`src/rtl/flyby_dma.sv`:
```
module flyby_dma #(
  parameter int AW = 16,
  parameter int CW = 16
) (
  input  logic          clk,
  input  logic          rst_n,
  input  logic          cfg_load,
  input  logic          cfg_dir,
  input  logic [AW-1:0] cfg_addr,
  input  logic [CW-1:0] cfg_count,
  input  logic          dreq,
  input  logic          hlda,
  output logic          hold,
  output logic          dack,
  output logic          mem_rd,
  output logic          mem_wr,
  output logic          io_rd,
  output logic          io_wr,
  output logic [AW-1:0] addr,
  output logic          busy
);

  typedef enum logic [2:0] {S_IDLE, S_REQ, S_LEAD, S_BOTH, S_TAIL, S_DROP} st_t;

  st_t           st;
  logic [AW-1:0] cur_addr;
  logic [CW-1:0] remain;
  logic          dir;
  logic          left;

  assign left = (remain != '0);

  always_ff @(posedge clk) begin
    if (!rst_n) begin
      st       <= S_IDLE;
      cur_addr <= '0;
      remain   <= '0;
      dir      <= 1'b0;
    end else begin
      unique case (st)
        S_IDLE: begin
          if (cfg_load && !left) begin
            cur_addr <= cfg_addr;
            remain   <= cfg_count;
            dir      <= cfg_dir;
          end else if (left && dreq) begin
            st <= S_REQ;
          end
        end
        S_REQ:  if (hlda) st <= S_LEAD;
        S_LEAD: st <= S_BOTH;
        S_BOTH: st <= S_TAIL;
        S_TAIL: begin
          st       <= S_DROP;
          cur_addr <= cur_addr + 1'b1;
          remain   <= remain - 1'b1;
        end
        S_DROP: if (!hlda) st <= S_IDLE;
        default: st <= S_IDLE;
      endcase
    end
  end

  logic trail;
  assign dack   = (st == S_LEAD) || (st == S_BOTH) || (st == S_TAIL);
  assign trail  = (st == S_BOTH);
  assign hold   = (st == S_REQ) || dack;
  assign mem_rd = dack & dir;
  assign io_rd  = dack & ~dir;
  assign io_wr  = trail & dir;
  assign mem_wr = trail & ~dir;
  assign addr   = dack ? cur_addr : '0;
  assign busy   = (st != S_IDLE) || left;

endmodule


```
`config.mk`:
```
export PLATFORM = sky130hd
export DESIGN_NAME = flyby_dma
export DESIGN_NICKNAME = d
export VERILOG_FILES = /design/src/rtl/flyby_dma.sv
export SDC_FILE = /design/constraint.sdc
export NUM_CORES = 1
export LEC_CHECK = 0
export BUFFER_PORTS_ARGS = -buffer_cell sky130_fd_sc_hd__buf_2
export CAP_MARGIN = 30
export CORE_UTILIZATION = 56
export CTS_CLUSTER_SIZE = 40
export DETAILED_ROUTE_END_ITERATION = 7
export PLACE_DENSITY = 0.89
export RECOVER_POWER = 100
export SLEW_MARGIN = 20
export SYNTH_ARGS = -nofsm -noshare
export SYNTH_HDL_FRONTEND = slang
export SYNTH_SLANG_ARGS = --single-unit
```
`constraint.sdc`:
```
create_clock -name clk -period 3.3 [get_ports clk]
set_input_delay 0.165 -clock clk [delete_from_list [all_inputs] [get_ports clk]]
set_output_delay 0.165 -clock clk [all_outputs]
set_load 0.03 [all_outputs]
```
==> metrics, run 1 <==
Synth Flop Type=dfxtp_1; Setup TNS=0 ns; height of the chip=about 63 um; Critical Path AT=around 2.8 ns; WL/cell=roughly 14 um; cts hold-fix bufs=0; layout cells sized above 1=0.1804; CP max stage delay=0.77 ns; period utilisation layout=0.8140; Fmax=roughly 370 MHz; max-capacitance violation count=0; Synth Register Bits=36; initial drt markers=208; Hold WC Path Type=in -> reg; worst-path fanout max=21; pin count of the biggest net entering global routing=27; site row count=21; post-cts sizing count=0; Starting Density=0.6053; Num CTS Buffers=5; total number of vias=approximately 2200; CP cell instances=or4_1 -> nor4b_4 -> and3_1 -> mux2i_1 -> a21oi_1; Overall Global Routing Usage=0.2769; most frequent cells in the layout=buf_2, dfxtp_1, a21oi_1, nor2_1, nand2_1; number of setup buffers added after CTS=0; # nets final=~370; final clock skew=approximately 0.0052 ns; Ports=61; power density over the cells=~950 nW/um^2; share of power burned in registers=0.343; CP max stage cell=and3_1; Psw=around 1.1 mW; mapped cell area=around 2100 sq um; slew of the pin with the lowest slew margin=approximately 0.9 ns; VDD IR max=about 600 uV; mean area per synthesized cell=roughly 7.7 sq um; Max-slew headroom=0.4163; min Tclk post-route=roughly 2.7 ns; Final WS setup=slightly above 0.6 ns; CP endpoint kind=flip-flop; core area=between 3000 and 4000 sq um; post-synthesis cell type count=between 40 and 50; number of buffers added on ports=60; clk sinks=36; status=finished clean; CTS tree=yes; CP Launch Type=flip-flop; # setup viols final=0; routability cong.=around 0.84; Setup Crit Path Kind=reg -> reg; H-tree levels=2; worst hold slack=~0.11 ns; Leak=around 0.9 nW; Inserted Diodes=0; die width=approximately 63 um; Hold Vio Cnt, Final=0; Routed Antenna Nets=0; Post-DP Area=2399 sq um; final WL=between 5000 and 6000 um; post-DP HPWL=around 3500 um; DR vias/cell=5.930; switch share=0.4737; number of flops mapped to enable cells by yosys=0; DRC=0; Logic pwr share=0.516; Layout Cell Area excl Fill=~2400 sq um; Clk pwr share=0.141; RSZ-0062 raised after global routing=no; most common cell after layout, fill and taps aside=buf_2; Yosys warnings=0; max-slew violation count=0; vias in the first global route=1949; initial antenna violation count=0; die area=3998 sq um; Post-synth ARST share=0; WP data required=between 3 and 4 ns; Non-Filler Instances=around 370; first-pass GRT wire length=slightly below 9000 um; CTS clk-pin slew, worst paths=roughly 0.07 ns; Synth area leaders=dfxtp_1, a21oi_1, nor2_1; P_int=1.224 mW; placed cell count=about 370; Root Driver=clkbuf_8; First-pass DRT Iterations=4; gr ovfl total=0; sequential fraction of the synthesis area=0.3433; cell count after synthesis=roughly 270; clk_lat worst skew=roughly 0.29 ns; Synth top area share=0.3433; synthesized net count=about 310; DP Worst Slack=approximately 0.92 ns; Area growth syn-to-layout=16.63%; Longest Clk Path Bufs=2; area leader, netlist=dfxtp_1
-- final cells by class --
type	instances	area (sq um)
clock inverters	2	10.01
well taps	46	57.56
repair buffers	62	287.8
multi-input cells	213	1260
clock buffers	6	82.58
flip-flops and latches	36	720.7
inverters	8	30.03
fillers	332	1020
-- power groups by stage --
stage                     Combinational [mW]  Sequential (mW)  Clock [mW]
after CTS                               1.22            0.792       0.329
final                                   1.20            0.798       0.328
after detailed placement                1.21            0.802           0
after floorplan                         1.05            0.734           0
after global placement                  1.18            0.794           0
after global routing                    1.34            0.827       0.354
-- final timing paths --
path | from | to | slack, ns | cells past startpoint
worst max-delay path | remain[3]$_SDFFE_PN0P_ | cur_addr[1]$_SDFFE_PN0P_ | 0.61 | 5
worst min-delay path | cfg_count[7] | remain[7]$_SDFFE_PN0P_ | 0.11 | 3
worst max register to register | remain[3]$_SDFFE_PN0P_ | cur_addr[1]$_SDFFE_PN0P_ | 0.61 | 5
worst min register to register | remain[6]$_SDFFE_PN0P_ | remain[6]$_SDFFE_PN0P_ | 0.48 | 2
-- layer usage --
metal  GRT usage  share of wire
met5           0              0
met4      0.1108          0.012
met3     0.03986          0.065
met2      0.4355           0.46
met1      0.3788           0.46
-- cell usage after synthesis, drive strengths merged, types with 3 or more instances --
| cell | count |
|---|---|
| o21ai | 8 |
| nor2b | 17 |
| nand3 | 10 |
| o221ai | 3 |
| nor2 | 33 |
| buf | 7 |
| xor2 | 6 |
| a31oi | 9 |
| nor3 | 13 |
| a211oi | 5 |
| a32oi | 3 |
| inv | 8 |
| clkbuf | 10 |
| nand2 | 26 |
| nor4 | 6 |
| mux2i | 4 |
| o221a | 3 |
| and3 | 3 |
| a21oi | 33 |
| nand4 | 5 |
| dfxtp | 36 |
| xnor2 | 3 |
-- cell families (layout without fill, tap and decap cells) --
group / after synthesis / count (layout) / synth area share
and+or+nand+nor: 123 / 123 / 0.3099
AOI/OAI and AO/OA: 75 / 75 / 0.2265
DFF: 36 / 36 / 0.3433
buffers and inverters: 25 / 78 / 0.05185
xor gates and xnor gates: 9 / 9 / 0.03755
muxes: 4 / 4 / 0.01907
adders and majority gates: 2 / 2 / 0.01192
-- sequential cells by signal, summed over array words and instances, names as in the netlist --
register / cells
dir: 1
cur_addr: 16
st: 3
remain: 16
-- worst max-delay path, delay by kind of cell (launching register included) --
family / cells / cell delay [ns]
AOI/OAI and AO/OA: 1 / 0.08
DFF: 1 / 0.36
muxes: 1 / 0.25
and+or+nand+nor: 3 / 1.84
-- per-stage QoR --
| step | util | power, mW |
|---|---|---|
| finish | 0.7060 | 2.326 |
| global placement | 0.6916 | 1.969 |
| CTS | 0.7183 | 2.339 |
| detailed placement | 0.6916 | 2.014 |
| global route | 0.7060 | 2.519 |
| floorplan | - | 1.784 |
Note: power is estimated with default switching activity, not from simulation.
==> run 2: changes to the inputs <==
Settings changed: ABC_AREA from default to 1, CORE_UTILIZATION 56 to 49, PLACE_DENSITY 0.89 to 0.81.
Clock period 3.3 ns to 2.21 ns, I/O delays scaled along.
==> metrics, run 2 <==
gr ovfl total=0 (unchanged); instance count on the critical path=7 (+2); die area=5507 sq um (+38%); DRC=0 (unchanged); Overall Global Routing Usage=0.2493 (-0.02757); CTS tree=yes; DR vias/cell=5.117 (-14%); post-DP HPWL=4775 um (+35%); sequential fraction of the synthesis area=0.2821 (-0.06119); pin count of the biggest net entering global routing=28 (+3.7%); area leader, netlist=dfxtp_1; reg2reg path depth=9 (+4); post-cts sizing count=0 (unchanged); First-pass DRT Iterations=5 (+1); Worst R2R Start=remain[0]$_SDFFE_PN0P_; WL/cell=11.36 um (-20%); initial antenna violation count=0 (unchanged); Routed Antenna Nets=0 (unchanged); max-slew violation count=0 (unchanged); Synth top area share=0.2821 (-0.06119); CP max stage cell=inv_1; Critical Path AT=1.86 ns (-0.98 ns); CP max stage delay=0.39 ns (-0.38 ns); cts hold-fix bufs=0 (unchanged); r2r setup slk=0.27 ns (-0.34 ns); period utilisation layout=0.8924; Hold Vio Cnt, Final=0 (unchanged); crit path from=st[1]$_SDFFE_PN0P_; initial drt markers=199 (-4.3%); routability cong.=0.9150 (+9.1%); CP cell instances=inv_1 -> nor3_1 -> nor2_1 -> inv_1 -> nand2_1 -> inv_1 -> clkbuf_2; Inserted Diodes=0 (unchanged); hold path startpoint=cfg_addr[2]; die width=74.21 um (+17%); Fmax=slightly above 500 MHz; Root Driver=clkbuf_8; Area growth syn-to-layout=16.75%; Num CTS Buffers=5 (unchanged); CP delay by family, top=buffers and inverters; count leader, synth=nand2_1; height of the chip=74.21 um (+17%); Final Total Pwr=3.776 mW (+62%); number of setup buffers added after CTS=0 (unchanged); Synth Flop Type=dfxtp_1; biggest regs=cur_addr (16), remain (16), st (3); Hold WC Path Type=in -> reg; power density over the cells=1266 nW/um^2 (+33%); first-pass GRT wire length=10640 um (+20%); core area=4880 sq um (+41%); post-synthesis cell type count=35 (-26%); # nets final=537 (+47%); Setup TNS=0 ns (unchanged); synthesized net count=480 (+53%); Ports=61 (unchanged); CP endpoint kind=primary output; min Tclk post-route=a little under 2 ns; worst-path fanout max=19 (-9.5%); CP Launch Type=flip-flop; site row count=25 (+19%); clk_lat worst skew=0.29 ns (about the same); final WL=6421 um (+21%); Post-synth ARST share=0 (unchanged); VDD IR max=1393 uV (+130%); H-tree levels=2 (unchanged); Setup Crit Path Kind=reg -> out; Longest Clk Path Bufs=2 (unchanged); cell count after synthesis=440 (+61%); Leak=1.634 nW (+82%); number of buffers added on ports=60 (unchanged); Synth Register Bits=36 (unchanged); Post-synth top cells=nand2_1, nor2_1, inv_1; RSZ-0062 raised after global routing=no; max-capacitance violation count=0 (unchanged); CTS clk-pin slew, worst paths=0.08 ns (about the same); Starting Density=0.5236 (-0.08175); status=finished clean; number of flops mapped to enable cells by yosys=0 (unchanged); CP Capture Point=addr[15]; Yosys warnings=0 (unchanged); most frequent cells in the layout=nor2_1, nand2_1, inv_1; Buf/Inv on CP=4 (+4); vias in the first global route=2437 (+25%); mapped cell area=2555 sq um (+22%); WHS Path Cells=3 (unchanged); mean area per synthesized cell=5.807 sq um (-24%); total number of vias=2891 (+31%); Max-slew headroom=0.5883 (+0.1719); most used cell, CP=inv_1; layout cells sized above 1=0.1707 (-0.009745); worst hold slack=0.03914 ns (-0.06723 ns); # setup viols final=0 (unchanged); final clock skew=0.009226 ns (+0.003987 ns); WP data required=2.10 ns (-1.35 ns); slew of the pin with the lowest slew margin=0.6169 ns (-0.2576 ns); clk sinks=36 (unchanged); R2R Path End=remain[0]$_SDFFE_PN0P_; Synth area leaders=dfxtp_1, nand2_1, nor2_1
[run 2: cell types whose count changed after synthesis, sizes merged, moves of 5 or more]
cell	change
nand2	+81
nor2	+75
inv	+53
nand3	+25
o21ai	+22
a21oi	-18
nor2b	-17
nor3	-10
a31oi	-7
clkbuf	-6
nand4	+5
nor4	-5
xor2	-5
[run 2: worst min-delay path by stage]
stage / endpoint / slack (ns)
after floorplan: dir$_SDFFE_PN0P_ / 0.25
after global placement: remain[9]$_SDFFE_PN0P_ / 0.33
after detailed placement: remain[9]$_SDFFE_PN0P_ / 0.35
after CTS: cur_addr[2]$_SDFFE_PN0P_ / 0.04
after global routing: remain[9]$_SDFFE_PN0P_ / 0.04
final: cur_addr[2]$_SDFFE_PN0P_ / 0.04
[run 2: where the power goes]
group / internal (mW) / switching, mW / total, mW
sequential: 0.862 / 0.251 / 1.11
combinational: 0.673 / 1.41 / 2.09
clock: 0.335 / 0.242 / 0.577
[run 2: metal layers]
layer	wire, um	part of all wire	track usage	up-vias
met5	0	0	0	-
li1	-	-	-	1490
met2	3012	0.47	0.4273	104
met3	432	0.067	0.04743	10
met1	2904	0.45	0.3203	1287
met4	72	0.011	0.06918	0
[run 2: stage by stage]
| step | cells | area, sq um | worst slack, ns | util |
|---|---|---|---|---|
| 4_1_cts | 565 | 2997 | 0.3020 | 0.6141 |
| 3_5_place_dp | 557 | 2889 | 0.3313 | 0.5921 |
| 5_1_grt | 565 | 2983 | 0.05540 | 0.6113 |
| 3_3_place_gp | 557 | 2889 | 0.4129 | 0.5921 |
| 2_1_floorplan | 440 | 2555 | 0.6724 | - |
| 6_report | 565 | 2983 | 0.2378 | 0.6113 |
[run 2: cells by family (layout without fill, tap and decap cells)]
family	Yosys count	after routing	share of synthesized area
AO/OA/AOI/OAI	52	52	0.1077
XOR/XNOR	4	4	0.01371
adder cells (fa/ha/maj)	2	2	0.009793
buffers and inverters	75	133	0.1210
flip-flops	36	36	0.2821
AND/OR/NAND/NOR	271	271	0.4657
[run 2: area by class of cell]
cell class	instances	area, sq um
Clock inverter	2	35.03
Fill cell	518	1897
Sequential cell	36	720.7
Multi-Input combinational cell	329	1515
Tap cell	67	83.83
Clock buffer	6	72.57
Timing Repair Buffer	64	326.6
Inverter	61	229.0
[run 2: tightest hold or removal path: cells and delay by family]
family / cells / cell delay [ns]
buffers and inverters: 1 / 0.08
AND/OR/NAND/NOR: 2 / 0.12
